## src/rtl/irqc_pkg.sv

```systemverilog
package irqc_pkg;

    localparam int NUM_SRC  = 3;
    localparam int DATA_W   = 8;
    localparam int FLAG_LSB = 4;
    localparam int SUM_BIT  = DATA_W - 1;

    typedef enum logic [0:0] {
        RD_IDLE = 1'b0,
        RD_HOLD = 1'b1
    } rd_state_e;

endpackage

```

## src/rtl/irqc_rd_fsm.sv

```systemverilog
module irqc_rd_fsm
    import irqc_pkg::*;
(
    input  logic      clk_i,
    input  logic      rst_ni,
    input  logic      rd_cyc_i,
    output rd_state_e state_o,
    output logic      capture_o,
    output logic      hold_o,
    output logic      commit_o
);

    rd_state_e st_q;
    rd_state_e st_d;

    always_ff @(posedge clk_i or negedge rst_ni) begin
        if (!rst_ni) begin
            st_q <= RD_IDLE;
        end else begin
            st_q <= st_d;
        end
    end

    always_comb begin
        st_d = st_q;
        unique case (st_q)
            RD_IDLE: if (rd_cyc_i)  st_d = RD_HOLD;
            RD_HOLD: if (!rd_cyc_i) st_d = RD_IDLE;
        endcase
    end

    always_comb begin
        capture_o = 1'b0;
        hold_o    = 1'b0;
        commit_o  = 1'b0;
        unique case (st_q)
            RD_IDLE: capture_o = rd_cyc_i;
            RD_HOLD: begin
                hold_o   = rd_cyc_i;
                commit_o = !rd_cyc_i;
            end
        endcase
    end

    assign state_o = st_q;

endmodule

```

## src/rtl/irqc_flag_cell.sv

```systemverilog
module irqc_flag_cell (
    input  logic clk_i,
    input  logic rst_ni,
    input  logic evt_i,
    input  logic capture_i,
    input  logic hold_i,
    input  logic commit_i,
    output logic flag_o
);

    logic flag_q;
    logic pend_q;

    always_ff @(posedge clk_i or negedge rst_ni) begin
        if (!rst_ni) begin
            flag_q <= 1'b0;
            pend_q <= 1'b0;
        end else if (commit_i) begin
            flag_q <= pend_q | evt_i;
            pend_q <= 1'b0;
        end else if (capture_i || hold_i) begin
            pend_q <= pend_q | evt_i;
        end else if (evt_i) begin
            flag_q <= 1'b1;
        end
    end

    assign flag_o = flag_q;

endmodule

```

## src/rtl/irqc_irq_gen.sv

```systemverilog
module irqc_irq_gen #(
    parameter int N = 3
) (
    input  logic [N-1:0] flags_i,
    input  logic [N-1:0] en_i,
    output logic         active_o,
    output logic         irq_n_o
);

    assign active_o = |(flags_i & en_i);
    assign irq_n_o  = ~active_o;

endmodule

```

## src/rtl/irqc_top.sv

```systemverilog
module irqc_top
    import irqc_pkg::*;
(
    input  logic               clk_i,
    input  logic               rst_ni,
    input  logic [NUM_SRC-1:0] evt_i,
    input  logic [NUM_SRC-1:0] en_i,
    input  logic               rd_cyc_i,
    output logic [DATA_W-1:0]  rd_data_o,
    output logic               irq_n_o
);

    rd_state_e          st;
    logic               capture;
    logic               hold;
    logic               commit;
    logic [NUM_SRC-1:0] flags;
    logic               active;
    logic [DATA_W-1:0]  live_byte;
    logic [DATA_W-1:0]  snap_q;

    irqc_rd_fsm u_fsm (
        .clk_i     (clk_i),
        .rst_ni    (rst_ni),
        .rd_cyc_i  (rd_cyc_i),
        .state_o   (st),
        .capture_o (capture),
        .hold_o    (hold),
        .commit_o  (commit)
    );

    for (genvar k = 0; k < NUM_SRC; k++) begin : g_src
        irqc_flag_cell u_cell (
            .clk_i     (clk_i),
            .rst_ni    (rst_ni),
            .evt_i     (evt_i[k]),
            .capture_i (capture),
            .hold_i    (hold),
            .commit_i  (commit),
            .flag_o    (flags[k])
        );
    end

    irqc_irq_gen #(.N(NUM_SRC)) u_irq (
        .flags_i  (flags),
        .en_i     (en_i),
        .active_o (active),
        .irq_n_o  (irq_n_o)
    );

    always_comb begin
        live_byte                        = '0;
        live_byte[SUM_BIT]               = active;
        live_byte[FLAG_LSB +: NUM_SRC]   = flags;
    end

    always_ff @(posedge clk_i or negedge rst_ni) begin
        if (!rst_ni) begin
            snap_q <= '0;
        end else if (capture) begin
            snap_q <= live_byte;
        end
    end

    assign rd_data_o = (st == RD_HOLD) ? snap_q : live_byte;

endmodule

```

## config.mk

```make
export PLATFORM = sky130hd
export DESIGN_NAME = irqc_top
export DESIGN_NICKNAME = d
export VERILOG_FILES = /design/src/rtl/irqc_pkg.sv /design/src/rtl/irqc_rd_fsm.sv /design/src/rtl/irqc_flag_cell.sv /design/src/rtl/irqc_irq_gen.sv /design/src/rtl/irqc_top.sv
export SDC_FILE = /design/constraint.sdc
export NUM_CORES = 1
export LEC_CHECK = 0
export ABC_AREA = 0
export BUFFER_PORTS_ARGS = -buffer_cell sky130_fd_sc_hd__clkbuf_2
export CAP_MARGIN = 40
export CORE_AREA = 10 10 47 49
export DETAILED_ROUTE_END_ITERATION = 10
export DIE_AREA = 0 0 57 59
export HOLD_SLACK_MARGIN = 0.05
export PLACE_DENSITY_LB_ADDON = 0.3
export SKIP_CTS_REPAIR_TIMING = 1
export SLEW_MARGIN = 20
export SYNTH_ARGS = -nofsm -noshare
export SYNTH_HDL_FRONTEND = slang
export SYNTH_SLANG_ARGS = --single-unit
```

## constraint.sdc

```tcl
create_clock -name clk_i -period 1.1 [get_ports clk_i]
set_clock_uncertainty 0.05 [all_clocks]
set_input_delay 0.165 -clock clk_i [delete_from_list [all_inputs] [get_ports clk_i]]
set_output_delay 0.165 -clock clk_i [all_outputs]
set_load 0.1 [all_outputs]
```

==> impl.org, run 1 <==
** Setup path
- Critical Path Source Type :: flip-flop
- The setup check on the worst reg-to-reg path leaves a slack of -0.21 ns.
- Largest fanout on the critical path :: 2
- Reg-to-Reg End :: snap_q[7]$_DFFE_PN0P_
- The worst register-to-register path has a depth of 4.
- In this run the critical register-to-register path is launched from g_src[0].u_cell.flag_o$_DFFE_PN0P_.
- Setup crit end kind :: primary output
- Data arrival time of the critical path :: 1.48 ns
- At the worst endpoint, the required time is 0.88 ns.
- The worst setup path is of the reg2out kind.
- The critical path starts at g_src[0].u_cell.flag_o$_DFFE_PN0P_.
- The most critical setup path has its endpoint at rd_data_o[7].

** Logic synthesis
- Mean instance size in the synthesized netlist :: 9.89 um2
- The top cell type by area accounts for 52.5% of the synthesized area.
- In this run, synthesis inferred 0 flip-flops with an integrated enable.
- Summing every instance area after synthesis gives 524 um2.
- Most area-consuming cells after synthesis :: sky130_fd_sc_hd__dfrtp_1 (53%), sky130_fd_sc_hd__o21ai_0 (8.6%), sky130_fd_sc_hd__mux2_2 (6.4%)
- Share of flip-flops with an asynchronous set or reset after synthesis :: 100%
- Post-synth top flop :: sky130_fd_sc_hd__dfrtp_1
- Summing the sequential cell areas from Yosys gives 52.5% of the chip area.
- The biggest area contributor in the post-synthesis netlist is sky130_fd_sc_hd__dfrtp_1.
- During synthesis, Yosys emitted a total of 0 warnings.
- Counting distinct cell types in the post-synthesis netlist gives 15.
- Counting flops and latches in the post-synthesis netlist gives 11.
- The cell count after synthesis came out at between 50 and 60.

** Place
- Port buffering added 13 buffers.
- Number of instances in the placed design :: 88
- Detailed Place HPWL :: 1.04 mm
- OpenSTA, run right after detailed placement, puts the worst setup slack at -0.335 ns.
- Routability-driven placement finished with a final weighted congestion of 0.777.

** Power and ir drop
- Dividing total power by cell area gives a power density of about 1600 mW/mm2.
- For this design the static power due to leakage is 0.458 nW.
- After layout, the design draws a total of 1.44 mW.
- Worst vdd ir :: 1.01 mV

** Drt
- In the final routed layout, each cell accounts on average for 14.7 um.
- Summed over all layers, the routed wires come to approximately 1.5 mm.
- Number of vias after detailed routing :: 466
- The first routing iteration left 5 violations.
- After detailed routing, the number of remaining DRC violations is 0.
- Dividing the detail-routed via count by the number of cells gives 4.71.
- First-pass iteration count of the detailed router :: 4
- Once detail routing completed, the nets flagged for antenna violations numbered 0.

** STA
- Time the final worst path needs with I/O delays and setup :: 1.70 ns
- Setup total negative slack on the finished layout was measured at -2.96 ns.
- Final Setup Violations :: 12
- Timing would allow up to 0.590 GHz.
- The max-slew violation count came to 0.
- Hold Vio Cnt, Final :: 0
- Final period util :: 154%
- Fin Hold WS :: 0.137 ns
- Setup slack on the critical path of the routed design comes to -0.595 ns.
- RSZ-0062 raised after global routing :: yes

** Global routing
- Largest net degree at the start of global routing :: 12
- GR Util All Layers :: ~7.5%
- Remaining global-route overflow :: 0
- Via count of the first global-routing pass :: 460
- First-pass GRT wire length :: just under 2 mm
- Initial antenna violation count :: 0

** Finish
- Across the whole layout, storage elements account for 277 um2.
- Final standard cell count with taps included and fillers excluded :: slightly below 100
- In the final layout, the multi-input gates occupy 295 um2.
- Most frequent cells in the layout :: sky130_fd_sc_hd__dfrtp_1 (10), sky130_fd_sc_hd__clkbuf_2 (8), sky130_fd_sc_hd__buf_4 (8)
- The final layout contains 93 nets.
- Of the cells placed in the final design, the portion with a size suffix greater than 1 is 57.8%.
- Most common cell after layout, fill and taps aside :: sky130_fd_sc_hd__dfrtp_1
- Layout filler cell count :: 111
- The area growth from synthesis to layout is 76.1%.
- The number of antenna diodes in the final layout is 0.

** Clocking
- Clock tree from TritonCTS :: yes
- The tree built by TritonCTS fans out to 11 sinks.
- In this run the clock root is driven by a sky130_fd_sc_hd__clkbuf_4.
- The clock passes through at most 2 buffers.
- Clock input transition at the sequential cells of the worst setup and hold paths :: around 0.07 ns
- Max H-tree Level :: 1
- Clock latency on the worst-skew pair :: around 0.26 ns
- Number of clock buffers inserted by TritonCTS :: 3

** Floorplan
- The initial utilization of the core area, before any placement, comes to 37.4%.
- Core region area :: 0.00140 mm2
- Die Outline Area :: 0.00336 mm2
- The die is between 50 and 60 um wide.
- DIE HEIGHT :: 59 um
- Number of standard-cell rows in the floorplan :: 14
- Pin placement for this block handled 18 I/O pins.

** Outcome
- The final reports fail on negative setup slack.
- Run status :: finished, violations left

** Hold path
- HP Class :: in2reg

** Run
- The tool flagged a number of max-cap violations equal to 0.
-- per-stage QoR --
stage | instance area [um2] | util (%)
floorplan | 579 | -
global placement | 756 | 53.9
detailed placement | 756 | 53.9
CTS | 783 | 55.9
global route | 923 | 65.9
finish | 923 | 65.9
-- synth_stat cells, types with 2 or more instances --
cell type / number
sky130_fd_sc_hd__nor2_1: 3
sky130_fd_sc_hd__buf_4: 4
sky130_fd_sc_hd__inv_1: 7
sky130_fd_sc_hd__dfrtp_1: 11
sky130_fd_sc_hd__mux2i_1: 2
sky130_fd_sc_hd__o21ai_0: 9
sky130_fd_sc_hd__nand2_1: 3
sky130_fd_sc_hd__nor3_1: 3
sky130_fd_sc_hd__mux2_2: 3
sky130_fd_sc_hd__a221oi_1: 3
-- routing by layer --
metal	global-route usage (%)	wire, um
met2	13.2	811
met1	7.47	573
met4	4.03	13
met3	3.00	54
met5	0	0
-- layout make-up --
| class | instances | area share [%] |
|---|---|---|
| Tap cell | 16 | 2.17 |
| Clock inverter | 1 | 0.542 |
| Timing Repair Buffer | 28 | 30.1 |
| Sequential cell | 11 | 29.9 |
| Multi-Input combinational cell | 33 | 32.0 |
| Clock buffer | 3 | 2.44 |
| Inverter | 7 | 2.85 |
-- cell families after synthesis --
logic type | Yosys count | share of synthesized area [%]
AND/OR/NAND/NOR | 11 | 9.55
buffers and inverters | 12 | 11.5
AO/OA/AOI/OAI | 13 | 15.5
other | 1 | 0.715
flip-flops | 11 | 52.5
multiplexers | 5 | 10.3
-- power by group --
group	switching, mW	leakage (nW)	internal, mW
Clock	0.142	0.0177	0.134
Sequential	0.0357	0.114	0.458
Combinational	0.407	0.326	0.259
-- registers in the layout, summed over array words and instances, names as in the netlist --
register	flops
g_src.u_cell.pend_q	3
u_fsm.state_o	1
g_src.u_cell.flag_o	3
snap_q	4
-- worst max-delay path, stage by stage (launching register included) --
cell and delay, ns:
sky130_fd_sc_hd__dfrtp_1 0.38, sky130_fd_sc_hd__a222oi_1 0.41, sky130_fd_sc_hd__mux2i_1 0.21, sky130_fd_sc_hd__buf_12 0.21
-- how the worst min path moves through the flow --
stage | from | to | slack (ns) | cells after the start
after global routing | evt_i[0] | g_src[0].u_cell.pend_q$_DFFE_PN0P_ | 0.16 | 3
after floorplan | rst_ni | g_src[0].u_cell.flag_o$_DFFE_PN0P_ | -0.18 | 0
final | evt_i[0] | g_src[0].u_cell.pend_q$_DFFE_PN0P_ | 0.14 | 3
after detailed placement | rst_ni | snap_q[4]$_DFFE_PN0P_ | 0.007 | 1
after CTS | rst_ni | snap_q[4]$_DFFE_PN0P_ | -0.29 | 1
after global placement | rst_ni | snap_q[7]$_DFFE_PN0P_ | 0.005 | 1
Note: power is estimated with default switching activity, not from simulation.
==> run 2, diff against run 1 <==
--- a/config.mk
+++ b/config.mk
@@ -8,9 +8,9 @@
 export ABC_AREA = 0
 export BUFFER_PORTS_ARGS = -buffer_cell sky130_fd_sc_hd__clkbuf_2
 export CAP_MARGIN = 40
-export CORE_AREA = 10 10 47 49
+export CORE_MARGIN = 10
+export CORE_UTILIZATION = 35
 export DETAILED_ROUTE_END_ITERATION = 10
-export DIE_AREA = 0 0 57 59
 export HOLD_SLACK_MARGIN = 0.05
 export PLACE_DENSITY_LB_ADDON = 0.3
 export SKIP_CTS_REPAIR_TIMING = 1
==> impl.org, run 2 (synthesis results as in run 1) <==
** Global routing
- Remaining global-route overflow :: 0 (unchanged)
- Largest net degree at the start of global routing :: 12 (unchanged)
- First-pass GRT wire length :: 2.15 mm (+8.0%)
- Initial antenna violation count :: 0 (unchanged)
- The total routing resource utilization after global routing came to 7.60% (+0.081 points).
- Via count of the first global-routing pass :: 480 (+4.3%)

** Place
- Number of instances in the placed design :: 90 (+2.3%)
- The number of port buffers is 13 (unchanged).
- The global placement routability congestion came to 0.735 (-5.4%).
- Detailed Place HPWL :: 1.01 mm (-2.7%)

** Hold path
- HP Class :: in2reg
- Hold path startpoint :: rd_cyc_i

** Drt
- The routed wire length is 1.43 mm (-1.3%).
- Violation count after the first detailed-route iteration :: 7 (+2)
- The number of nets still failing antenna checks after routing is 0 (unchanged).
- Routed wirelength normalized by instance count :: 14.6 um (-0.30%)
- Avg Vias per Cell :: 5.05 (+7.3%)
- DRC viols :: 0 (unchanged)
- The via count is 495 (+6.2%).
- The first-pass detailed-route iteration total is 4 (unchanged).

** Finish
- Flip-flop count of the largest register after layout :: 4 (unchanged)
- Final standard cell count with taps included and fillers excluded :: 98 (-1.0%)
- Most frequent cells in the layout :: sky130_fd_sc_hd__dfrtp_1 (10), sky130_fd_sc_hd__clkbuf_2 (8), sky130_fd_sc_hd__buf_6 (7)
- From synthesis to final layout, the design area changed by 76.8%.
- Top reg by flops :: snap_q
- The library cell used most frequently in the layout, excluding fill and tap cells, is sky130_fd_sc_hd__dfrtp_1.
- The proportion of layout cells with a drive suffix above 1 came to 55.4% (-2.4 points).
- The number of inserted filler cells in the final layout is 108 (-2.7%).
- Final layout net count :: 93 (unchanged)
- The area taken by flip-flops and latches was 277 um2 (unchanged).
- # diodes :: 0 (unchanged)
- Area of the multi-input gates :: 283 um2 (-4.2%)

** STA
- Setup repair after global routing could not meet its margin everywhere.
- The achievable frequency came to 0.595 GHz (+0.93%).
- The max-slew violation count came to 0 (unchanged).
- Final period util :: 153% (-1.4 points)
- The final critical-path required period came to 1.68 ns (-0.0157 ns).
- Hold Vio Cnt, Final :: 0 (unchanged)
- Final setup slack of the worst path :: -0.579 ns (+0.0157 ns)
- The number of failing setup endpoints in the final timing report was 12 (unchanged).

** Clocking
- Clock input transition at the sequential cells of the worst setup and hold paths :: 0.07 ns (about the same)
- The tree is rooted in a sky130_fd_sc_hd__clkbuf_4.
- Max H-tree Level :: 1 (unchanged)
- The number of clock sinks came to 11 (unchanged).
- The clock network latency to the later pin of the worst-skew pair came to 0.26 ns (about the same).
- Clock tree buffer depth :: 2 (unchanged)
- The number of buffers added by the clock tree synthesis step came to 3 (unchanged).
- TritonCTS built the clock tree.

** Setup path
- Worst r2r src :: u_fsm.state_o$_DFF_PN0_
- Required time at the endpoint of the critical path :: 0.88 ns (about the same)
- STA classifies the critical path startpoint as a flip-flop.
- The biggest fanout along the worst timing path was 2 (unchanged).
- The arrival time of data at the critical path endpoint came to 1.46 ns (-0.02 ns).
- Setup Crit Path Kind :: reg2out
- The worst setup path is captured at a primary output.
- Crit path max-delay family :: compound AO/OA/AOI/OAI gates
- The maximum single-stage delay on the critical path is 0.41 ns (about the same).
- Cell chain of the critical path :: a222oi_1 -> mux2i_1 -> buf_12
- Among all stages on the critical path, the largest delay is contributed by sky130_fd_sc_hd__a222oi_1.
- In this run the worst setup path begins at g_src[1].u_cell.flag_o$_DFFE_PN0P_.
- Worst path buffer plus inverter count :: 1 (unchanged)

** Power and ir drop
- Switching fraction of total power :: 40.0% (-0.72 points)
- The ratio of total power to cell area was 1530 mW/mm2 (-1.8%).
- Internal power component :: 0.850 mW (-0.21%)
- The leakage dissipation was 0.450 nW (-1.7%).
- Clock network fraction of design power :: 18.9% (-0.3 points)
- Combinational fraction of design power :: 46.5% (about the same)
- The total power came to 1.41 mW (-1.4%).
- The maximum VDD drop was 0.952 mV (-5.9%).
- Power spent charging and discharging nets :: 0.565 mW (-3.1%)
- Sequential Power Share :: 34.7% (+0.3 points)

** Outcome
- The flow ran to the end, but the final reports show violations.
- Violated checks :: negative setup slack

** Floorplan
- Number of primary I/O pins :: 18 (unchanged)
- The area inside the core boundary was 0.00135 mm2 (-3.7%).
- Number of standard-cell rows in the floorplan :: 13 (-1)
- DIE HEIGHT :: 58.7 um (-0.51%)
- The die area was 0.00345 mm2 (+2.5%).
- Die X-Extent :: 58.7 um (+3.0%)
- The initial cell density of the core was 38.8% (+1.4 points).

** Run
- The reported max-cap violation count came to 0 (unchanged).
[run 2: cell count changes in the layout (fill, tap and decap cells not counted), sizes merged]
cell | before | now
clkbuf | 11 | 12
clkinv | 1 | 0
[run 2: area by class of cell]
class	instances	share of cell area (%)
timing repair buffer	28	31.7
multi-input combinational	33	30.5
sequential	11	29.8
inverter	7	3.10
clock buffer	4	2.83
tap	15	2.02
[run 2: power groups by stage]
stage                     combinational (mW)  sequential (mW)  clock [mW]
after floorplan                        0.391            0.492           0
after global placement                 0.593            0.493           0
after detailed placement               0.596            0.497           0
after CTS                              0.598            0.489       0.276
after global routing                   0.693            0.498       0.300
final                                  0.657            0.491       0.267
[run 2: through the flow]
stage	setup TNS, ns	util (%)	hold slack, ns	worst slack (ns)	instance area [um2]
2_1_floorplan	-8.96	-	-0.181	-3.95	579
3_3_place_gp	-1.58	58.5	0.00812	-0.230	790
3_5_place_dp	-1.55	58.5	0.00837	-0.240	790
4_1_cts	-3.10	60.4	-0.274	-0.530	816
5_1_grt	-3.80	68.7	0.0853	-0.662	927
6_report	-3.21	68.7	0.0806	-0.579	927
[run 2: metal layers]
metal	up-vias	global-route usage, %	routed length [um]
met5	-	0	0
met4	0	1.97	24
met3	2	3.00	112
met2	17	11.2	668
met1	239	9.99	627
li1	237	-	-
[run 2: path summary, 6_finish.rpt]
| path | endpoint | slack [ns] | cells past startpoint |
|---|---|---|---|
| max | rd_data_o[7] | -0.58 | 3 |
| min | u_fsm.state_o$_DFF_PN0_ | 0.08 | 1 |
| max reg2reg | snap_q[4]$_DFFE_PN0P_ | -0.20 | 4 |
| min reg2reg | snap_q[5]$_DFFE_PN0P_ | 0.47 | 1 |
| max in group asynchronous | u_fsm.state_o$_DFF_PN0_ | 0.50 | 2 |
| min in group asynchronous | snap_q[5]$_DFFE_PN0P_ | 0.26 | 2 |
